`config.mk`:
```
export PLATFORM = sky130hd
export DESIGN_NAME = sponge_perm_engine
export DESIGN_NICKNAME = d
export VERILOG_FILES = /design/src/rtl/sperm_pkg.sv /design/src/rtl/sperm_gfunc.sv /design/src/rtl/sperm_step.sv /design/src/rtl/sperm_ctrl.sv /design/src/rtl/sponge_perm_engine.sv
export SDC_FILE = /design/constraint.sdc
export NUM_CORES = 1
export LEC_CHECK = 0
export ABC_CLOCK_PERIOD_IN_PS = 12800
export BUFFER_PORTS_ARGS = -buffer_cell sky130_fd_sc_hd__buf_4
export CAP_MARGIN = 20
export CORE_MARGIN = 3
export CORE_UTILIZATION = 55
export DETAILED_ROUTE_END_ITERATION = 16
export HOLD_SLACK_MARGIN = 0.1
export PLACE_DENSITY = 0.8
export SETUP_SLACK_MARGIN = 0.05
export SLEW_MARGIN = 20
export SYNTH_ARGS = -nofsm -noshare
export SYNTH_HDL_FRONTEND = slang
export SYNTH_SLANG_ARGS = --single-unit
export TNS_END_PERCENT = 50
```
`constraint.sdc`:
```
create_clock -name clk -period 12.8 [get_ports clk]
set_input_delay 1.28 -clock clk [delete_from_list [all_inputs] [get_ports clk]]
set_output_delay 1.28 -clock clk [all_outputs]
set_load 0.01 [all_outputs]
```
`src/rtl/sperm_pkg.sv`:
```
package sperm_pkg;

  localparam int WORD_W      = 32;
  localparam int NIB_PER_W   = WORD_W / 4;
  localparam int STATE_W     = 4 * WORD_W;
  localparam int TOTAL_STEPS = 48;
  localparam int IDX_W       = $clog2(TOTAL_STEPS + 1);

  typedef logic [WORD_W-1:0] word_t;

  typedef struct packed {
    word_t w3;
    word_t w2;
    word_t w1;
    word_t w0;
  } state_t;

  // diffusion masks, mask j at bits [8j+7:8j]; bit 7-i selects nibble i
  localparam logic [63:0] DIFF_MASKS = {
    8'b11101101, 8'b11011011, 8'b10110111, 8'b01111110,
    8'b11100011, 8'b11010110, 8'b10111100, 8'b01111001
  };

  localparam int ROT_A = 19;
  localparam int ROT_B = 1;
  localparam int ROT_C = 14;

  function automatic word_t rotl(input word_t x, input int unsigned n);
    return (x << n) | (x >> (WORD_W - n));
  endfunction

endpackage

```
`src/rtl/sperm_gfunc.sv`:
```
module sperm_gfunc
  import sperm_pkg::*;
#(
  parameter logic [63:0] SBOX = 64'h5AEDB421C036798F
) (
  input  word_t x_i,
  output word_t y_o
);

  logic [3:0] sub_nib [NIB_PER_W];

  for (genvar i = 0; i < NIB_PER_W; i++) begin : g_sub
    assign sub_nib[i] = SBOX[4*x_i[4*i +: 4] +: 4];
  end

  always_comb begin
    y_o = '0;
    for (int j = 0; j < NIB_PER_W; j++) begin
      for (int i = 0; i < NIB_PER_W; i++) begin
        if (DIFF_MASKS[8*j + 7 - i]) begin
          y_o[4*j +: 4] = y_o[4*j +: 4] ^ sub_nib[i];
        end
      end
    end
  end

endmodule

```
`src/rtl/sperm_step.sv`:
```
module sperm_step
  import sperm_pkg::*;
#(
  parameter logic [63:0] SBOX = 64'h5AEDB421C036798F
) (
  input  state_t           s_i,
  input  logic [IDX_W-1:0] idx_i,
  output state_t           s_o
);

  word_t idx_w;
  word_t keyed;
  word_t g_out;
  word_t rot_w;
  logic [1:0] phase;

  assign idx_w = {{(WORD_W-IDX_W){1'b0}}, idx_i};
  assign keyed = s_i.w3 ^ idx_w;
  assign phase = 2'(idx_i % 3);

  sperm_gfunc #(.SBOX(SBOX)) u_g (
    .x_i (keyed ^ s_i.w2),
    .y_o (g_out)
  );

  always_comb begin
    unique case (phase)
      2'd0:    rot_w = rotl(s_i.w1, ROT_A);
      2'd1:    rot_w = rotl(s_i.w1, ROT_B);
      default: rot_w = rotl(s_i.w1, ROT_C);
    endcase
  end

  assign s_o.w0 = keyed;
  assign s_o.w1 = g_out ^ s_i.w0 ^ s_i.w1;
  assign s_o.w2 = s_i.w1;
  assign s_o.w3 = rot_w ^ s_i.w0 ^ s_i.w2;

endmodule

```
`src/rtl/sperm_ctrl.sv`:
```
module sperm_ctrl
  import sperm_pkg::*;
#(
  parameter int UNFOLD = 1
) (
  input  logic             clk,
  input  logic             rst_n,
  input  logic             start_i,
  output logic             load_o,
  output logic             adv_o,
  output logic [IDX_W-1:0] idx_o,
  output logic             busy_o,
  output logic             done_o
);

  localparam logic [IDX_W-1:0] STRIDE   = IDX_W'(UNFOLD);
  localparam logic [IDX_W-1:0] LAST_IDX = IDX_W'(TOTAL_STEPS - UNFOLD);

  logic             busy_q, busy_d;
  logic             done_q, done_d;
  logic [IDX_W-1:0] idx_q, idx_d;
  logic             last;

  assign load_o = start_i & ~busy_q;
  assign adv_o  = busy_q;
  assign last   = busy_q && (idx_q == LAST_IDX);

  always_comb begin
    idx_d  = idx_q;
    busy_d = busy_q;
    done_d = last;
    if (load_o) begin
      idx_d  = '0;
      busy_d = 1'b1;
    end else if (adv_o) begin
      idx_d = idx_q + STRIDE;
      if (last) busy_d = 1'b0;
    end
  end

  always_ff @(posedge clk or negedge rst_n) begin
    if (!rst_n) begin
      busy_q <= 1'b0;
      done_q <= 1'b0;
      idx_q  <= '0;
    end else begin
      busy_q <= busy_d;
      done_q <= done_d;
      idx_q  <= idx_d;
    end
  end

  assign idx_o  = idx_q;
  assign busy_o = busy_q;
  assign done_o = done_q;

endmodule

```
`src/rtl/sponge_perm_engine.sv`:
```
module sponge_perm_engine
  import sperm_pkg::*;
#(
  parameter int          UNFOLD = 1,
  parameter logic [63:0] SBOX   = 64'h5AEDB421C036798F
) (
  input  logic               clk,
  input  logic               rst_n,
  input  logic               start_i,
  input  logic [STATE_W-1:0] state_i,
  output logic               busy_o,
  output logic               done_o,
  output logic [STATE_W-1:0] state_o
);

  if ((UNFOLD < 1) || (TOTAL_STEPS % UNFOLD != 0)) begin : g_bad_unfold
    $error("UNFOLD must divide the step count");
  end

  logic             load;
  logic             adv;
  logic [IDX_W-1:0] idx;
  state_t           state_q, state_d;
  state_t           chain [UNFOLD+1];

  sperm_ctrl #(.UNFOLD(UNFOLD)) u_ctrl (
    .clk     (clk),
    .rst_n   (rst_n),
    .start_i (start_i),
    .load_o  (load),
    .adv_o   (adv),
    .idx_o   (idx),
    .busy_o  (busy_o),
    .done_o  (done_o)
  );

  assign chain[0] = state_q;

  for (genvar k = 0; k < UNFOLD; k++) begin : g_unfold
    sperm_step #(.SBOX(SBOX)) u_step (
      .s_i   (chain[k]),
      .idx_i (idx + IDX_W'(k)),
      .s_o   (chain[k+1])
    );
  end

  always_comb begin
    state_d = state_q;
    if (load)     state_d = state_t'(state_i);
    else if (adv) state_d = chain[UNFOLD];
  end

  always_ff @(posedge clk or negedge rst_n) begin
    if (!rst_n) state_q <= '0;
    else        state_q <= state_d;
  end

  assign state_o = state_q;

endmodule

```
==> results.md, run 1 <==
* Status: complete, no violations
* Ys flop type: sky130_fd_sc_hd__dfrtp_1
* Max Cap Violations at 0
* Number of placed instances with taps included at 1870
* CTS tree: built
* Type of the setup path with the least slack: reg -> reg
* Number of buffers created by CTS at 17
* Number of synthesized register bits at roughly 140
* P&R area growth vs syn at 19.2%
* Cell Rows at 55
* YS warnings at 0
* Synth async-reset ratio at 1.00
* Cell seen most often among critical-path stages: sky130_fd_sc_hd__ha_1
* Pin count of the biggest net entering global routing at 111
* Final antenna diode count at 0
* Clock Pin Slew Worst Setup and Hold Paths at 70 ps
* Core region area at 0.0229 mm^2
* Finish-stage setup viols at 0
* Crit path arrival time at between 6000 and 7000 ps
* Latest clock arrival within the worst-skew pair at 440 ps
* Max incr delay on CP at 860 ps
* Filler-free cell count of the finished design at approximately 1900
* Number of optimization iterations in the first detailed-route pass at 8
* Average detailed-routed wire length per instance at 23.0 um
* Post-Synthesis Net Count at 1573
* Vias at between 10000 and 15000
* Required time of the worst setup path at 13130 ps
* Worst Clk Skew at 11.0 ps
* Cell depth of the worst hold path at 2
* Via count of the first global-routing pass at 11700
* Critical path endpoint category: register
* Number of buffers inserted by port buffering at 260
* EDFF count, synth at 0
* Total count of hold-check failures in the final report at 0
* Cell count after synthesis at 1409
* Core occupancy in the finished layout at 0.677
* Total wirelength of the detailed-routed design at 43.8 mm
* Iteration-0 DRC count of the detailed router at ~1100
* Post-route fraction of the period consumed by the critical path at 0.520
* GRT overflow at 0
* Global-route usage over all layers at 0.333
* Slowest cell on the critical path: sky130_fd_sc_hd__buf_4
* Die area at 0.0255 mm^2
* H-Tree Level Count at 4
* Worst Tran Pin Value at about 1200 ps
* Final min period at around 6700 ps
* Horizontal die dimension at 160 um
* DIE HEIGHT at around 160 um
* Share of final-layout standard cells stronger than drive strength 1 at 0.264
* Type of origin of the critical path: register
* Crit Path Max Fanout at 65
* Area of all sequential standard cells at 0.00341 mm^2
* Wire length of the first global-routing pass at 67.5 mm
* RSZ-0062 raised after global routing: no
* Aggregate negative setup slack at 0 ps
* Max-slew headroom at 0.229
* Worst-case clock buffer depth at 2
* Average via count per standard cell at 6.21
* Starting density of the core at 0.568
* Most common library cell in the layout ignoring fill and taps: sky130_fd_sc_hd__buf_4
* Sequential share of the synthesized area at 0.262
* Estimated wirelength of the detail-placed design at ~31 mm
* Resize count post-CTS at 0
* Final-report max-slew violation count at 0
* Max Freq at 150 MHz
* Number of nets with antenna violations after routing at 0
* Multi-input gate area in the final layout at 0.00899 mm^2
* CTS hold repair buffers at 0
* Synthesized area divided by synthesized cell count at 9.23 um^2
* Worst hold slack at 572 ps
* Post CTS Setup Buffer Count at 0
* Number of inserted filler cells in the final layout at 1833
* R2r worst-path depth at 21
* DRC violations left at 0
* Final weighted congestion of routability-driven global placement at roughly 0.97
* Type of the tightest min-delay check: reg -> reg
* Crit path cell chain: ha_1, nor2b_1, nor3_1, o311ai_4, ha_1, a221oi_1, nand2_1, a211oi_1, xnor2_2, buf_4, inv_1, ha_1, a21o_1, nor2_1, o21ai_1, o32ai_4, buf_4, nand2_4, o311ai_1, nor2b_1, a221oi_1
* Num Clock Sinks at 136
* I/O pin count at 261
* Number of antenna violations at the first check in global routing at 0
* Highest-count cells in the layout ignoring fill and taps: sky130_fd_sc_hd__buf_4, sky130_fd_sc_hd__xnor2_1, sky130_fd_sc_hd__nand2_1
* Final nets at 1740
* CTS Root Buffer Type: sky130_fd_sc_hd__clkbuf_16
* Count of cell types in the netlist at 64
* Post-synthesis instance area at ~0.013 mm^2
[final cells by class]
cell class | instances | area share
Timing Repair Buffer | 274 | 0.134
Sequential cell | 136 | 0.220
Multi-Input combinational cell | 1122 | 0.579
Inverter | 25 | 0.00605
Clock buffer | 20 | 0.0301
Clock inverter | 12 | 0.00605
Tap cell | 313 | 0.0252
[path summary, 6_finish.rpt]
| path | start | to | slack, ps |
|---|---|---|---|
| max in group asynchronous | rst_n | state_o[112] | 10800 |
| min | state_o[124] | state_o[28] | 570 |
| max | u_ctrl.idx_o[5] | state_o[98] | 6140 |
| min in group asynchronous | rst_n | state_o[25] | 790 |
| min reg2reg | state_o[124] | state_o[28] | 570 |
| max reg2reg | u_ctrl.idx_o[5] | state_o[98] | 6140 |
[critical path: cells and delay by family, from the launching register on]
family / cells / cell delay [ps]
AOI/OAI and AO/OA: 8 / 2130
DFF: 1 / 710
and+or+nand+nor: 6 / 1230
adders and majority gates: 3 / 890
buffers and inverters: 3 / 1400
xor gates and xnor gates: 1 / 150
[sequential cells by signal, indices dropped and copies added, names as in the netlist]
signal	cells
u_ctrl.adv_o	1
u_ctrl.idx_o	6
u_ctrl.done_o	1
state_o	128
[cell families (layout without fill, tap and decap cells)]
kind of cell    count (synthesis)  count (layout)  synth area share
compound gates                303             303             0.216
flops                         136             136             0.262
buf+inv                       151             331            0.0505
simple gates                  356             356             0.128
fa+ha+maj                      33              33            0.0317
mux                           172             172             0.135
xor+xnor                      258             258             0.178
[metal layers]
metal	routed length [um]	vias up	global-route usage
met5	0	-	0
met4	2110	0	0.164
met3	4060	145	0.0672
met2	20600	666	0.541
met1	17000	5679	0.423
li1	-	5322	-
[Yosys cell counts (all sizes together) (2+ instances only)]
| library cell | instances | area share |
|---|---|---|
| nor2 | 86 | 0.025 |
| o311ai | 30 | 0.057 |
| a21oi | 18 | 0.0072 |
| o211ai | 6 | 0.0035 |
| nor3b | 3 | 0.0021 |
| nand4 | 32 | 0.015 |
| ha | 33 | 0.032 |
| a21o | 2 | 0.0012 |
| o32ai | 30 | 0.027 |
| a221oi | 37 | 0.038 |
| clkbuf | 70 | 0.020 |
| nand3 | 6 | 0.0023 |
| xnor2 | 162 | 0.11 |
| or2 | 2 | 0.00096 |
| o22ai | 32 | 0.015 |
| xnor3 | 2 | 0.0035 |
| inv | 25 | 0.0072 |
| o311a | 3 | 0.0023 |
| nor2b | 61 | 0.029 |
| mux2 | 32 | 0.028 |
| a31oi | 5 | 0.0024 |
| nand2b | 6 | 0.0031 |
| dfrtp | 136 | 0.26 |
| mux2i | 140 | 0.11 |
| a21boi | 2 | 0.0012 |
| o211a | 3 | 0.0023 |
| xor2 | 93 | 0.063 |
| nor3 | 4 | 0.0015 |
| a211oi | 5 | 0.0029 |
| o21ai | 118 | 0.045 |
| a2111oi | 3 | 0.0035 |
| nand2 | 151 | 0.044 |
| o31ai | 2 | 0.0012 |
| buf | 56 | 0.023 |
[through the flow]
stage,worst slack (ps),cell area [um^2]
floorplan,7930,13000
global placement,6400,14900
detailed placement,6290,14900
CTS,6230,15500
global route,5710,15500
finish,6140,15500
Power of run 1 is not shown: default switching activity piles up to over one toggle a cycle in this logic, so the estimate is an artifact.
==> run 2, diff against run 1 <==
--- a/config.mk
+++ b/config.mk
@@ -5,14 +5,15 @@
 export SDC_FILE = /design/constraint.sdc
 export NUM_CORES = 1
 export LEC_CHECK = 0
-export ABC_CLOCK_PERIOD_IN_PS = 12800
+export ABC_AREA = 1
+export ABC_CLOCK_PERIOD_IN_PS = 5550
 export BUFFER_PORTS_ARGS = -buffer_cell sky130_fd_sc_hd__buf_4
 export CAP_MARGIN = 20
 export CORE_MARGIN = 3
-export CORE_UTILIZATION = 55
+export CORE_UTILIZATION = 50
 export DETAILED_ROUTE_END_ITERATION = 16
 export HOLD_SLACK_MARGIN = 0.1
-export PLACE_DENSITY = 0.8
+export PLACE_DENSITY = 0.78
 export SETUP_SLACK_MARGIN = 0.05
 export SLEW_MARGIN = 20
 export SYNTH_ARGS = -nofsm -noshare
==> constraint.sdc (replaced) <==
create_clock -name clk -period 5.55 [get_ports clk]
set_input_delay 0.555 -clock clk [delete_from_list [all_inputs] [get_ports clk]]
set_output_delay 0.555 -clock clk [all_outputs]
set_load 0.01 [all_outputs]
==> run 2 against run 1 <==
Core utilization fell by 3.8 points. Sequential cell count did not move. Register-to-register slack got worse by 5300 ps. Setup slack got worse by 5300 ps. Sequential share of layout area rose by 3.2 points. Clock skew fell by 3.6 ps. Via count fell by 4.6%. Largest cell class unchanged. Count of clock-buffer cells in the layout rose by 1. Fmax rose by 42%.
==> results.md, run 2 <==
* Largest delay contributor family on the critical path: simple AND/OR/NAND/NOR gates (was compound AO/OA/AOI/OAI gates)
* Max Cap Violations at 0 (unchanged)
* Multiplexer share of the synthesized area at 0 (was 0.135)
* Number of placed instances with taps included at 1924 (was 1870)
* Ys flop type: sky130_fd_sc_hd__dfrtp_1 (unchanged)
* Highest-count cells in the layout ignoring fill and taps: sky130_fd_sc_hd__nand2_1, sky130_fd_sc_hd__buf_4, sky130_fd_sc_hd__inv_1 (was sky130_fd_sc_hd__buf_4, sky130_fd_sc_hd__xnor2_1, sky130_fd_sc_hd__nand2_1)
* Post-Synthesis Net Count at 1600 (was 1573)
* Clock Pin Slew Worst Setup and Hold Paths at 60 ps (was 70 ps)
* CTS Root Buffer Type: sky130_fd_sc_hd__clkbuf_16 (unchanged)
* Cell count after synthesis at 1436 (was 1409)
* I/O pin count at 261 (unchanged)
* Aggregate negative setup slack at 0 ps (unchanged)
* Slowest cell on the critical path: sky130_fd_sc_hd__dfrtp_1 (was sky130_fd_sc_hd__buf_4)
* Number of buffers created by CTS at 17 (unchanged)
* Share of final-layout standard cells stronger than drive strength 1 at 0.210 (was 0.264)
* Finish-stage setup viols at 0 (unchanged)
* H-Tree Level Count at 4 (unchanged)
* Vias at 11300 (was 11800)
* Cell seen most often among critical-path stages: sky130_fd_sc_hd__nand2_1 (was sky130_fd_sc_hd__ha_1)
* Horizontal die dimension at 153 um (was 160 um)
* DRC violations left at 0 (unchanged)
* Cell Rows at 53 (was 55)
* Type of origin of the critical path: register (unchanged)
* GRT overflow at 0 (unchanged)
* Compound-Gate Fraction of Synth Area at 0.116 (was 0.216)
* Most frequent cell after synthesis: sky130_fd_sc_hd__nand2_1 (was sky130_fd_sc_hd__xnor2_1)
* Count of cell types in the netlist at 41 (was 64)
* Average detailed-routed wire length per instance at 20.5 um (was 23.0 um)
* Final-report max-slew violation count at 0 (unchanged)
* Via count of the first global-routing pass at 10600 (was 11700)
* Global-route usage over all layers at 0.330 (was 0.333)
* YS warnings at 0 (unchanged)
* Max Freq at 213 MHz (was 150 MHz)
* EDFF count, synth at 0 (unchanged)
* Worst Clk Skew at 7.35 ps (was 11.0 ps)
* Core region area at 0.0212 mm^2 (was 0.0229 mm^2)
* Num Clock Sinks at 136 (unchanged)
* Core occupancy in the finished layout at 0.639 (was 0.677)
* Post-synthesis instance area at 0.0108 mm^2 (was 0.0130 mm^2)
* Final weighted congestion of routability-driven global placement at 1.01 (was 0.970)
* Number of inserted filler cells in the final layout at 1866 (was 1833)
* Type of the tightest min-delay check: in -> async (was reg -> reg)
* Number of synthesized register bits at 136 (unchanged)
* Max incr delay on CP at 570 ps (was 860 ps)
* Worst-case clock buffer depth at 2 (unchanged)
* Critical path endpoint category: register (unchanged)
* Synthesized area divided by synthesized cell count at 7.53 um^2 (was 9.23 um^2)
* DIE HEIGHT at 153 um (was 160 um)
* Adder and majority gate portion of the synthesized area at 0.0382 (was 0.0317)
* Wire length of the first global-routing pass at 60.6 mm (was 67.5 mm)
* Final min period at 4690 ps (was 6660 ps)
* Most common library cell in the layout ignoring fill and taps: sky130_fd_sc_hd__nand2_1 (was sky130_fd_sc_hd__buf_4)
* Synth async-reset ratio at 1.00 (unchanged)
* Post-synth top area cell: sky130_fd_sc_hd__dfrtp_1 (unchanged)
* Pin count of the biggest net entering global routing at 89 (was 111)
* RSZ-0062 raised after global routing: no (unchanged)
* Estimated wirelength of the detail-placed design at 29.4 mm (was 31.5 mm)
* Crit Path Max Fanout at 20 (was 65)
* Number of buffers inserted by port buffering at 260 (unchanged)
* Xor and xnor area share after synthesis at 0.194 (was 0.178)
* Post CTS Setup Buffer Count at 0 (unchanged)
* Simple-gate share of the synthesized area at 0.248 (was 0.128)
* Final nets at 1832 (was 1740)
* Total count of hold-check failures in the final report at 0 (unchanged)
* Filler-free cell count of the finished design at 1955 (was 1902)
* Resize count post-CTS at 0 (unchanged)
* CTS hold repair buffers at 0 (unchanged)
* Worst hold slack at 188 ps (was 572 ps)
* Sequential share of the synthesized area at 0.315 (was 0.262)
* P&R area growth vs syn at 25.0% (was 19.2%)
* CTS tree: built (unchanged)
* Status: complete, no violations (unchanged)
* Post-route fraction of the period consumed by the critical path at 0.844 (was 0.520)
* Die area at 0.0234 mm^2 (was 0.0255 mm^2)
* Worst reg2reg setup slack at 860 ps (was 6140 ps)
* Required time of the worst setup path at 5870 ps (was 13130 ps)
* Number of flip-flops in the largest register at 128 (unchanged)
* Type of the setup path with the least slack: reg -> reg (unchanged)
* Largest cells by area after synthesis: sky130_fd_sc_hd__dfrtp_1, sky130_fd_sc_hd__nand2_1, sky130_fd_sc_hd__xor2_1 (was sky130_fd_sc_hd__dfrtp_1, sky130_fd_sc_hd__xnor2_1, sky130_fd_sc_hd__mux2i_1)
* Number of optimization iterations in the first detailed-route pass at 6 (was 8)
* Total wirelength of the detailed-routed design at 40.0 mm (was 43.8 mm)
* Iteration-0 DRC count of the detailed router at 1036 (was 1136)
* Number of nets with antenna violations after routing at 0 (unchanged)
* Synth top area share at 0.315 (was 0.262)
* CP bufs+invs at 3 (unchanged)
* Latest clock arrival within the worst-skew pair at 440 ps (about the same)
* Number of antenna violations at the first check in global routing at 0 (unchanged)
* Main combinational cell family by area after synthesis: simple AND/OR/NAND/NOR gates (was compound AO/OA/AOI/OAI gates)
* Max-slew headroom at 0.341 (was 0.229)
* Worst Tran Pin Value at 988 ps (was 1160 ps)
* Final antenna diode count at 0 (unchanged)
* Average via count per standard cell at 5.77 (was 6.21)
* Starting density of the core at 0.511 (was 0.568)
* Crit path arrival time at 5010 ps (was 6990 ps)
* Most instantiated cells after synthesis: sky130_fd_sc_hd__nand2_1, sky130_fd_sc_hd__inv_1, sky130_fd_sc_hd__dfrtp_1, sky130_fd_sc_hd__xor2_1, sky130_fd_sc_hd__xnor2_1 (was sky130_fd_sc_hd__xnor2_1, sky130_fd_sc_hd__nand2_1, sky130_fd_sc_hd__mux2i_1, sky130_fd_sc_hd__dfrtp_1, sky130_fd_sc_hd__o21ai_0)
-- run 2: layout make-up --
cell class | instances | area [um^2] | share of cell area
flip-flops and latches | 136 | 3400 | 0.252
inverters | 189 | 714 | 0.0528
repair buffers | 269 | 2020 | 0.150
well taps | 275 | 344 | 0.0254
clock buffers | 21 | 480 | 0.0355
clock inverters | 10 | 93.8 | 0.00694
multi-input cells | 1055 | 6460 | 0.478
-- run 2: worst paths after layout --
check / startpoint / to / depth (start not counted)
min in group clk: state_i[7] / state_o[7] / 3
worst max-delay path: u_ctrl.idx_o[4] / state_o[117] / 27
worst min-delay path: rst_n / state_o[125] / 1
max in group asynchronous: rst_n / state_o[78] / 2
worst min register to register: state_o[97] / state_o[97] / 2
worst max register to register: u_ctrl.idx_o[4] / state_o[117] / 27
-- run 2: per-layer routing --
metal  share of wire  track usage  up-vias
met2            0.45        0.507      698
li1                -            -     5121
met3            0.11       0.0699      113
met1            0.40        0.448     5339
met5         0.00062            0        -
met4           0.045        0.150        2
-- run 2: through the flow --
stage	setup WS, ps	cell area, um^2
detailed placement	1050	12900
floorplan	1730	10800
global placement	1190	12900
global route	534	13500
CTS	986	13500
finish	864	13500
-- run 2: kinds of logic after synthesis --
| kind of cell | after synthesis |
|---|---|
| and+or+nand+nor | 599 |
| adders and majority gates | 33 |
| buffers and inverters | 245 |
| DFF | 136 |
| xor gates and xnor gates | 237 |
| AOI/OAI and AO/OA | 186 |
-- run 2: worst reg2reg max path, cell delays in order, from the launching register on --
cell and delay, ps:
sky130_fd_sc_hd__dfrtp_1 570, sky130_fd_sc_hd__ha_1 310, sky130_fd_sc_hd__inv_1 50, sky130_fd_sc_hd__nand2_1 40, sky130_fd_sc_hd__nand2_1 130, sky130_fd_sc_hd__nand2_1 70
sky130_fd_sc_hd__nand3_1 80, sky130_fd_sc_hd__nand2_1 70, sky130_fd_sc_hd__nor2_2 140, sky130_fd_sc_hd__nand2_1 100, sky130_fd_sc_hd__and2_1 190, sky130_fd_sc_hd__ha_1 200
sky130_fd_sc_hd__nand3b_2 220, sky130_fd_sc_hd__inv_2 100, sky130_fd_sc_hd__nand4_1 100, sky130_fd_sc_hd__nand2_1 100, sky130_fd_sc_hd__inv_1 40, sky130_fd_sc_hd__ha_1 180
sky130_fd_sc_hd__a211oi_2 270, sky130_fd_sc_hd__nand4_2 180, sky130_fd_sc_hd__nand2_1 110, sky130_fd_sc_hd__nand2_2 360, sky130_fd_sc_hd__nor2_8 460, sky130_fd_sc_hd__nand2_1 140
sky130_fd_sc_hd__nand3_1 120, sky130_fd_sc_hd__nand2_1 90, sky130_fd_sc_hd__nand3_1 100, sky130_fd_sc_hd__nand2_1 60
Power of run 2 is left out for the same reason.
